## src/rtl/narrow_pkg.sv

```systemverilog
package narrow_pkg;
  localparam int D_W       = 64;
  localparam int D_EXP_W   = 11;
  localparam int D_FRAC_W  = 52;
  localparam int S_W       = 32;
  localparam int S_EXP_W   = 8;
  localparam int S_FRAC_W  = 23;
  localparam int D_BIAS    = 1023;
  localparam int S_BIAS    = 127;
  localparam int DROP_W    = D_FRAC_W - S_FRAC_W;           // fraction bits lost in range
  localparam int SIG_W     = D_FRAC_W + 1;                  // significand with hidden bit
  localparam int SH_W      = 6;
  localparam int BIAS_GAP  = D_BIAS - S_BIAS;               // 896
  localparam int OVF_EXP   = BIAS_GAP + (1 << S_EXP_W) - 1; // 1151
  localparam int MIN_NORM  = BIAS_GAP + 1;                  // 897
  localparam int SUB_BASE  = BIAS_GAP + DROP_W + 1;         // 926

  typedef enum logic [2:0] {
    CLS_ZERO, CLS_INF, CLS_NAN, CLS_OVF, CLS_NORM, CLS_TINY
  } lane_class_e;

  typedef struct packed {
    logic invalid;
    logic overflow;
    logic underflow;
    logic inexact;
  } lane_flags_t;

  typedef struct packed {
    logic writeHigh;  // pair goes to upper half
    logic keepLow;    // lower half taken from old destination
    logic clearHigh;  // upper half forced to zero
  } merge_strobes_t;
endpackage

```

## src/rtl/sticky_rshift.sv

```systemverilog
module sticky_rshift #(
  parameter int IN_W  = 53,
  parameter int OUT_W = 23,
  parameter int SH_W  = 6
) (
  input  logic [IN_W-1:0]  inVal,
  input  logic [SH_W-1:0]  shAmt,
  output logic [OUT_W-1:0] outVal,
  output logic             sticky
);
  logic [IN_W-1:0] lostMask;

  always_comb begin
    // a shift at or beyond IN_W wraps the one-hot to zero, leaving an all-ones mask
    lostMask = (IN_W'(1) << shAmt) - IN_W'(1);
    outVal   = OUT_W'(inVal >> shAmt);
    sticky   = |(inVal & lostMask);
  end
endmodule

```

## src/rtl/odd_narrow_lane.sv

```systemverilog
module odd_narrow_lane
  import narrow_pkg::*;
(
  input  logic [D_W-1:0] dIn,
  output logic [S_W-1:0] sOut,
  output lane_flags_t    flags
);
  logic                sign;
  logic [D_EXP_W-1:0]  dExp;
  logic [D_FRAC_W-1:0] dFrac;
  lane_class_e         cls;
  logic                normSticky;
  logic [D_EXP_W-1:0]  subDist;
  logic [SH_W-1:0]     shSat;
  logic [S_FRAC_W-1:0] tinyMant;
  logic                tinySticky;

  assign sign  = dIn[D_W-1];
  assign dExp  = dIn[D_W-2 -: D_EXP_W];
  assign dFrac = dIn[D_FRAC_W-1:0];

  always_comb begin
    if (&dExp)
      cls = (|dFrac) ? CLS_NAN : CLS_INF;
    else if (dExp == '0 && dFrac == '0)
      cls = CLS_ZERO;
    else if (dExp >= D_EXP_W'(OVF_EXP))
      cls = CLS_OVF;
    else if (dExp >= D_EXP_W'(MIN_NORM))
      cls = CLS_NORM;
    else
      cls = CLS_TINY;
  end

  assign normSticky = |dFrac[DROP_W-1:0];

  // subnormal path: distance from the hidden bit to the result's unit position
  always_comb begin
    subDist = D_EXP_W'(SUB_BASE) - dExp;
    shSat   = (subDist > D_EXP_W'((1 << SH_W) - 1)) ? {SH_W{1'b1}} : subDist[SH_W-1:0];
  end

  sticky_rshift #(
    .IN_W (SIG_W),
    .OUT_W(S_FRAC_W),
    .SH_W (SH_W)
  ) u_tinyShift (
    .inVal ({(dExp != '0), dFrac}),
    .shAmt (shSat),
    .outVal(tinyMant),
    .sticky(tinySticky)
  );

  always_comb begin
    sOut  = '0;
    flags = '0;
    unique case (cls)
      CLS_NAN: begin
        sOut          = {sign, {S_EXP_W{1'b1}}, 1'b1, dFrac[D_FRAC_W-2 -: S_FRAC_W-1]};
        flags.invalid = ~dFrac[D_FRAC_W-1];
      end
      CLS_INF:  sOut = {sign, {S_EXP_W{1'b1}}, {S_FRAC_W{1'b0}}};
      CLS_ZERO: sOut = {sign, {(S_W-1){1'b0}}};
      CLS_OVF: begin
        sOut           = {sign, {(S_EXP_W-1){1'b1}}, 1'b0, {S_FRAC_W{1'b1}}};
        flags.overflow = 1'b1;
        flags.inexact  = 1'b1;
      end
      CLS_NORM: begin
        sOut = {sign, S_EXP_W'(dExp - D_EXP_W'(BIAS_GAP)),
                dFrac[D_FRAC_W-1 -: S_FRAC_W] | {{(S_FRAC_W-1){1'b0}}, normSticky}};
        flags.inexact = normSticky;
      end
      CLS_TINY: begin
        sOut = {sign, {S_EXP_W{1'b0}}, tinyMant | {{(S_FRAC_W-1){1'b0}}, tinySticky}};
        flags.underflow = tinySticky;
        flags.inexact   = tinySticky;
      end
      default: sOut = '0;
    endcase
  end
endmodule

```

## src/rtl/narrow_ctrl.sv

```systemverilog
module narrow_ctrl
  import narrow_pkg::*;
(
  input  logic           upperSel,
  output merge_strobes_t strobes
);
  always_comb begin
    strobes.writeHigh = upperSel;
    strobes.keepLow   = upperSel;
    strobes.clearHigh = ~upperSel;
  end
endmodule

```

## src/rtl/narrow_datapath.sv

```systemverilog
module narrow_datapath
  import narrow_pkg::*;
#(
  parameter int LANES = 2
) (
  input  logic                 clk,
  input  logic                 rstN,
  input  logic [LANES*D_W-1:0] srcVec,
  input  logic [LANES*D_W-1:0] oldDst,
  input  merge_strobes_t       strobes,
  output logic [LANES*D_W-1:0] dstOut,
  output lane_flags_t          flagsOut
);
  localparam int VEC_W  = LANES * D_W;
  localparam int HALF_W = VEC_W / 2;

  logic [HALF_W-1:0] pair;
  lane_flags_t       laneFlags [LANES];
  lane_flags_t       flagsD;
  logic [HALF_W-1:0] hiPart;
  logic [HALF_W-1:0] loPart;
  logic [VEC_W-1:0]  dstQ;
  lane_flags_t       flagsQ;

  for (genvar g = 0; g < LANES; g++) begin : g_lane
    odd_narrow_lane u_lane (
      .dIn  (srcVec[g*D_W +: D_W]),
      .sOut (pair[g*S_W +: S_W]),
      .flags(laneFlags[g])
    );
  end

  always_comb begin
    flagsD = '0;
    for (int i = 0; i < LANES; i++) flagsD = flagsD | laneFlags[i];
  end

  always_comb begin
    loPart = strobes.keepLow ? oldDst[HALF_W-1:0] : pair;
    if (strobes.writeHigh)      hiPart = pair;
    else if (strobes.clearHigh) hiPart = '0;
    else                        hiPart = oldDst[VEC_W-1:HALF_W];
  end

  always_ff @(posedge clk or negedge rstN) begin
    if (!rstN) begin
      dstQ   <= '0;
      flagsQ <= '0;
    end else begin
      dstQ   <= {hiPart, loPart};
      flagsQ <= flagsD;
    end
  end

  assign dstOut   = dstQ;
  assign flagsOut = flagsQ;

  AST_LOW_VARIANT_CLEARS_HIGH: assert property (@(posedge clk) disable iff (!rstN)
    strobes.clearHigh |=> dstQ[VEC_W-1:HALF_W] == '0);

  AST_UPPER_VARIANT_KEEPS_LOW: assert property (@(posedge clk) disable iff (!rstN)
    strobes.keepLow |=> dstQ[HALF_W-1:0] == $past(oldDst[HALF_W-1:0]));

  AST_OVERFLOW_IS_INEXACT: assert property (@(posedge clk) disable iff (!rstN)
    flagsQ.overflow |-> flagsQ.inexact);

  AST_UNDERFLOW_IS_INEXACT: assert property (@(posedge clk) disable iff (!rstN)
    flagsQ.underflow |-> flagsQ.inexact);

  AST_NAN_STAYS_QUIET_NAN: assert property (@(posedge clk) disable iff (!rstN)
    (!strobes.keepLow && (&srcVec[D_W-2 -: D_EXP_W]) && (|srcVec[D_FRAC_W-1:0]))
      |=> dstQ[S_W-2 -: S_EXP_W+1] == '1);
endmodule

```

## src/rtl/vec_odd_narrow.sv

```systemverilog
module vec_odd_narrow
  import narrow_pkg::*;
#(
  parameter int LANES = 2
) (
  input  logic                 clk,
  input  logic                 rstN,
  input  logic [LANES*D_W-1:0] srcVec,
  input  logic [LANES*D_W-1:0] oldDst,
  input  logic                 upperSel,
  output logic [LANES*D_W-1:0] dstOut,
  output logic [3:0]           flagsOut
);
  merge_strobes_t strobes;
  lane_flags_t    flagsQ;

  narrow_ctrl u_ctrl (
    .upperSel(upperSel),
    .strobes (strobes)
  );

  narrow_datapath #(.LANES(LANES)) u_dp (
    .clk     (clk),
    .rstN    (rstN),
    .srcVec  (srcVec),
    .oldDst  (oldDst),
    .strobes (strobes),
    .dstOut  (dstOut),
    .flagsOut(flagsQ)
  );

  assign flagsOut = flagsQ;
endmodule

```

## config.mk

```make
export PLATFORM = sky130hd
export DESIGN_NAME = vec_odd_narrow
export DESIGN_NICKNAME = d
export VERILOG_FILES = /design/src/rtl/narrow_pkg.sv /design/src/rtl/sticky_rshift.sv /design/src/rtl/odd_narrow_lane.sv /design/src/rtl/narrow_ctrl.sv /design/src/rtl/narrow_datapath.sv /design/src/rtl/vec_odd_narrow.sv
export SDC_FILE = /design/constraint.sdc
export NUM_CORES = 1
export LEC_CHECK = 0
export BUFFER_PORTS_ARGS = -buffer_cell sky130_fd_sc_hd__buf_2
export CORE_ASPECT_RATIO = 0.75
export CORE_MARGIN = 2
export CORE_UTILIZATION = 60
export CTS_CLUSTER_DIAMETER = 120
export DETAILED_ROUTE_END_ITERATION = 8
export GPL_ROUTABILITY_DRIVEN = 0
export PLACE_DENSITY = 0.95
export SYNTH_ARGS = -nofsm -noshare
export SYNTH_HDL_FRONTEND = slang
export SYNTH_HIERARCHICAL = 1
export SYNTH_SLANG_ARGS = --single-unit
```

## constraint.sdc

```tcl
create_clock -name clk -period 0.9 [get_ports clk]
set_input_delay 0.18 -clock clk [delete_from_list [all_inputs] [get_ports clk]]
set_output_delay 0.18 -clock clk [all_outputs]
set_load 0.05 [all_outputs]
```

==> results.md, run 1 <==
- Quantity of hold-fixing buffers added after cts: 111
- Distinct cells, synth: 96
- Dominant cell type by area after synthesis: dfrtp_1
- I/O Pins: 391
- Count leader, synth: nand2_1
- Clock sink count: 132
- Halt Stage: clock tree synthesis
- Err: [ERROR DPL-0033] detailed placement checks failed during check placement.
- Post-CTS Setup Bufs: 72
- Synth warnings: 6
- Sequential fraction of the synthesis area: a little over a fifth
- Rows: 50
- Final HPWL DP: 60.6 mm
- Post-synth top cells: nand2_1, dfrtp_1, nor2_1
- Ranking of synthesized cells by area: dfrtp_1, mux4_2, mux2_4, mux2i_1, nand2_1
- Post-synth top area share: 21.6%
- EDFF count, synth: 0
- Net count of the mapped netlist: 1,954
- Post-synthesis cell count: 1,685
- H-tree depth: 4
- Die height: 142 um
- Status: did not finish
- Starting Density: 61.1%
- Post-synth ARST share: 100%
- Post-synthesis sequential element count: 132
- Clock root cell: clkbuf_16
- Cells resized by post-CTS repair: 348
- Horiz. Die Dim: ~190 um
- Synthesized area: 15,300 um2
- Post-synthesis area per instance: between 9 and 10 um2
- Clk buf depth: 2
- Post-synth top flop: dfrtp_1
- CTS buffer count: 17
- I/O Buffers: 390
- Cell count after placement: 2,718
==> cell families after synthesis <==
group / after synthesis / synth area share (%)
muxes: 273 / 28.4
xor gates and xnor gates: 19 / 1.09
AOI/OAI and AO/OA: 512 / 23.8
adders and majority gates: 13 / 1.01
buffers and inverters: 204 / 7.39
and+or+nand+nor: 532 / 16.7
DFF: 132 / 21.6
==> stage by stage <==
step	TNS (ns)	setup slack, ns	util [%]	cell area, um2
after floorplan	-252.86	-3.40	-	16200
after global placement	-339.09	-3.53	84.2	21100
after detailed placement	-358.68	-3.88	84.2	21100
==> run 2, diff against run 1 <==
CORE_ASPECT_RATIO = unset   (was 0.75)
CORE_UTILIZATION = 40   (was 60)
CTS_CLUSTER_DIAMETER = unset   (was 120)
PLACE_DENSITY = unset   (was 0.95)
PLACE_DENSITY_LB_ADDON = 0.15   (was unset)
==> results.md, run 2 <==
- CP max FO: 7
- I/O Buffers: 390
- Share of layout cells above drive strength 1: between 60% and 70%
- Largest net degree at the start of global routing: 42
- Final ANT Viol Nets: 0
- Crit path launch type: primary input
- Leakage: 12.1 nW
- CP Data Arrival Time: 4.39 ns
- Dominant cell type by area after synthesis: dfrtp_1
- Critical Path End: u_dp/flagsOut[0]
- 1st-iter DRT viols: approximately 2.7k
- Post-Route Utilization: 72.2%
- Largest register FFs: 128
- Slowest CP cell: or4_4
- Tmin final: 4.07 ns
- Area growth, synth to finish: 77.9%
- Post-synth top area share: 21.6%
- Setup TNS: -308.31 ns
- CTS tree: built
- Max Fclk: 245 MHz
- Crit. End Element: flip-flop
- Worst Setup Path Type: primary input to flip-flop
- Die area: roughly 40,000 um2
- Max-cap viol count: 0
- Power Density: 933 nW/um2
- Final setup viols: 256
- Rows: 71
- Most frequent cells in the layout: buf_4, buf_2, nand2_1
- Synthesized area: 15,300 um2
- RSZ-0062 raised after global routing: true
- Starting Density: 40.6%
- Commonest non-fill, non-tap cell in the layout: buf_4
- Clk buf depth: 2
- Final Cycle Share: 453%
- Crit path from: srcVec[117]
- I/O Pins: 391
- Max VDD drop: roughly 1300 uV
- Final Hold Vio Count: 0
- Violated checks: setup timing
- Synth warnings: 6
- First-pass GRT wire length: 119 mm
- Post-synth ARST share: between 90% and 100%
- Distinct cells, synth: 96
- Vias: 20.5k
- Clock sink count: 132
- Ranking of synthesized cells by area: dfrtp_1, mux4_2, mux2_4, mux2i_1, nand2_1
- Worst Tran Pin Value: 0.575 ns
- Post-synthesis cell count: around 1.7k
- Clock root cell: clkbuf_16
- Vias in the first global route: 19.9k
- Final HPWL DP: about 58 mm
- Horiz. Die Dim: between 150 and 200 um
- Sequential fraction of the synthesis area: 21.6%
- DRC: 0
- Crit-path cells: buf_12 -> buf_4 -> ha_2 -> or3_4 -> o41ai_4 -> a311oi_4 -> buf_6 -> nand2_8 -> buf_4 -> buf_4 -> or4b_1 -> a21oi_1 -> o22ai_2 -> or4_4 -> nor4_2 -> nand4_1 -> buf_4 -> a221o_2 -> or2_4
- Post-synth top flop: dfrtp_1
- GR Util All Layers: between 30% and 40%
- Max_slew headroom: 61.4%
- Initial DRT Pass Iterations: 9
- H-tree depth: 4
- Avg WL per Cell: 26.0 um
- Cell count after placement: 2,936
- Die height: approximately 200 um
- Power Total: 0.0254 W
- Family with the most delay on the worst path: simple AND/OR/NAND/NOR gates
- Final std cells w/o fill: approximately 3.2k
- Post-synthesis sequential element count: 132
- Max-slew violations: 0
- Net count of the mapped netlist: 1,954
- EDFF count, synth: 0
- Largest stage delay, worst path: 0.52 ns
- Worst slack, placed: -3.87 ns
- Worst hold path type: primary input to flip-flop
- Total Nets Final: 2,952
- Post-synth top cells: nand2_1, dfrtp_1, nor2_1
- Count leader, synth: nand2_1
- Final worst slack: -3.17 ns
- Gr ovfl total: 0
- Vias per cell: 6.40
- Post-synthesis area per instance: 9.07 um2
- Status: complete, but fails checks
- Critical path depth: 19
- Most Frequent Cell on Critical Path: buf_4
- CTS buffer count: 17
- Clk slew on worst S/H paths: about 0.06 ns
- Layout fillers: 2,702
- Area of the core: 37,700 um2
- WL final: about 83 mm
- Sum of buffers and inverters on the critical path: 6
- Required time worst endpoint: 1.22 ns
- Initial antenna violation count: 4
## run 2: cell counts after synthesis
Identical to the previous run, type by type.
## run 2: routing by layer
metal | global-route usage (%) | up-vias | wire (um) | share of wire, %
li1 | - | 8567 | - | -
met1 | 50.5 | 9743 | 30600 | 37
met4 | 22.4 | 2 | 5630 | 6.8
met2 | 59.5 | 1752 | 36000 | 43
met5 | 0 | - | 13 | 0.016
met3 | 11.3 | 468 | 11000 | 13
## run 2: report_power, final
group / total, W / internal (W) / switching [W]
registers: 0.00673 / 0.00649 / 0.000243
clock network: 0.00704 / 0.00398 / 0.00305
logic: 0.0116 / 0.00500 / 0.00660
total: 0.0254 / 0.0155 / 0.00990
## run 2: logic make-up after synthesis
group / Yosys count / synth area share (%)
buffers and inverters: 204 / 7.39
AND/OR/NAND/NOR: 532 / 16.7
flip-flops: 132 / 21.6
multiplexers: 273 / 28.4
adder cells (fa/ha/maj): 13 / 1.01
XOR/XNOR: 19 / 1.09
AO/OA/AOI/OAI: 512 / 23.8
## run 2: worst min path at each step
| stage | start | endpoint | slack, ns | cells past startpoint |
|---|---|---|---|---|
| after floorplan | rstN | u_dp/dstOut[0] | -0.12 | 0 |
| after global placement | rstN | u_dp/dstOut[5] | 0.04 | 1 |
| after detailed placement | rstN | u_dp/dstOut[12] | 0.04 | 1 |
| after CTS | oldDst[62] | u_dp/dstOut[62] | 0.0007 | 2 |
| after global routing | oldDst[106] | u_dp/dstOut[106] | -0.002 | 2 |
| final | oldDst[62] | u_dp/dstOut[62] | 0.03 | 2 |
## run 2: layout make-up
type                       count  area, um2  area share (%)
timing repair buffer        1151       9450            34.7
clock inverter                12        120           0.442
tap                          511        639            2.35
multi-input combinational   1349      13100            48.1
inverter                      32        154           0.566
antenna                        2       5.00          0.0184
clock buffer                  19        453            1.67
sequential                   132       3310            12.2
## run 2: through the flow
| stage | instance area, um2 | hold WS [ns] |
|---|---|---|
| 2_1_floorplan | 16200 | -0.116 |
| 3_3_place_gp | 21700 | 0.0442 |
| 3_5_place_dp | 21700 | 0.0424 |
| 4_1_cts | 25900 | 0.000656 |
| 5_1_grt | 27200 | -0.00186 |
| 6_report | 27200 | 0.0306 |
## run 2: what timing repair did
item | CTS | global route
buffers inserted | 75 | 34
setup endpoints to repair | 256 | 256
endpoints found under the hold margin | 246 | 3
pin swaps | 134 | 95
gates cloned | 13 | 0
hold buffers | 117 | 3
resized for setup | 360 | 260
Note: power is estimated with default switching activity, not from simulation.
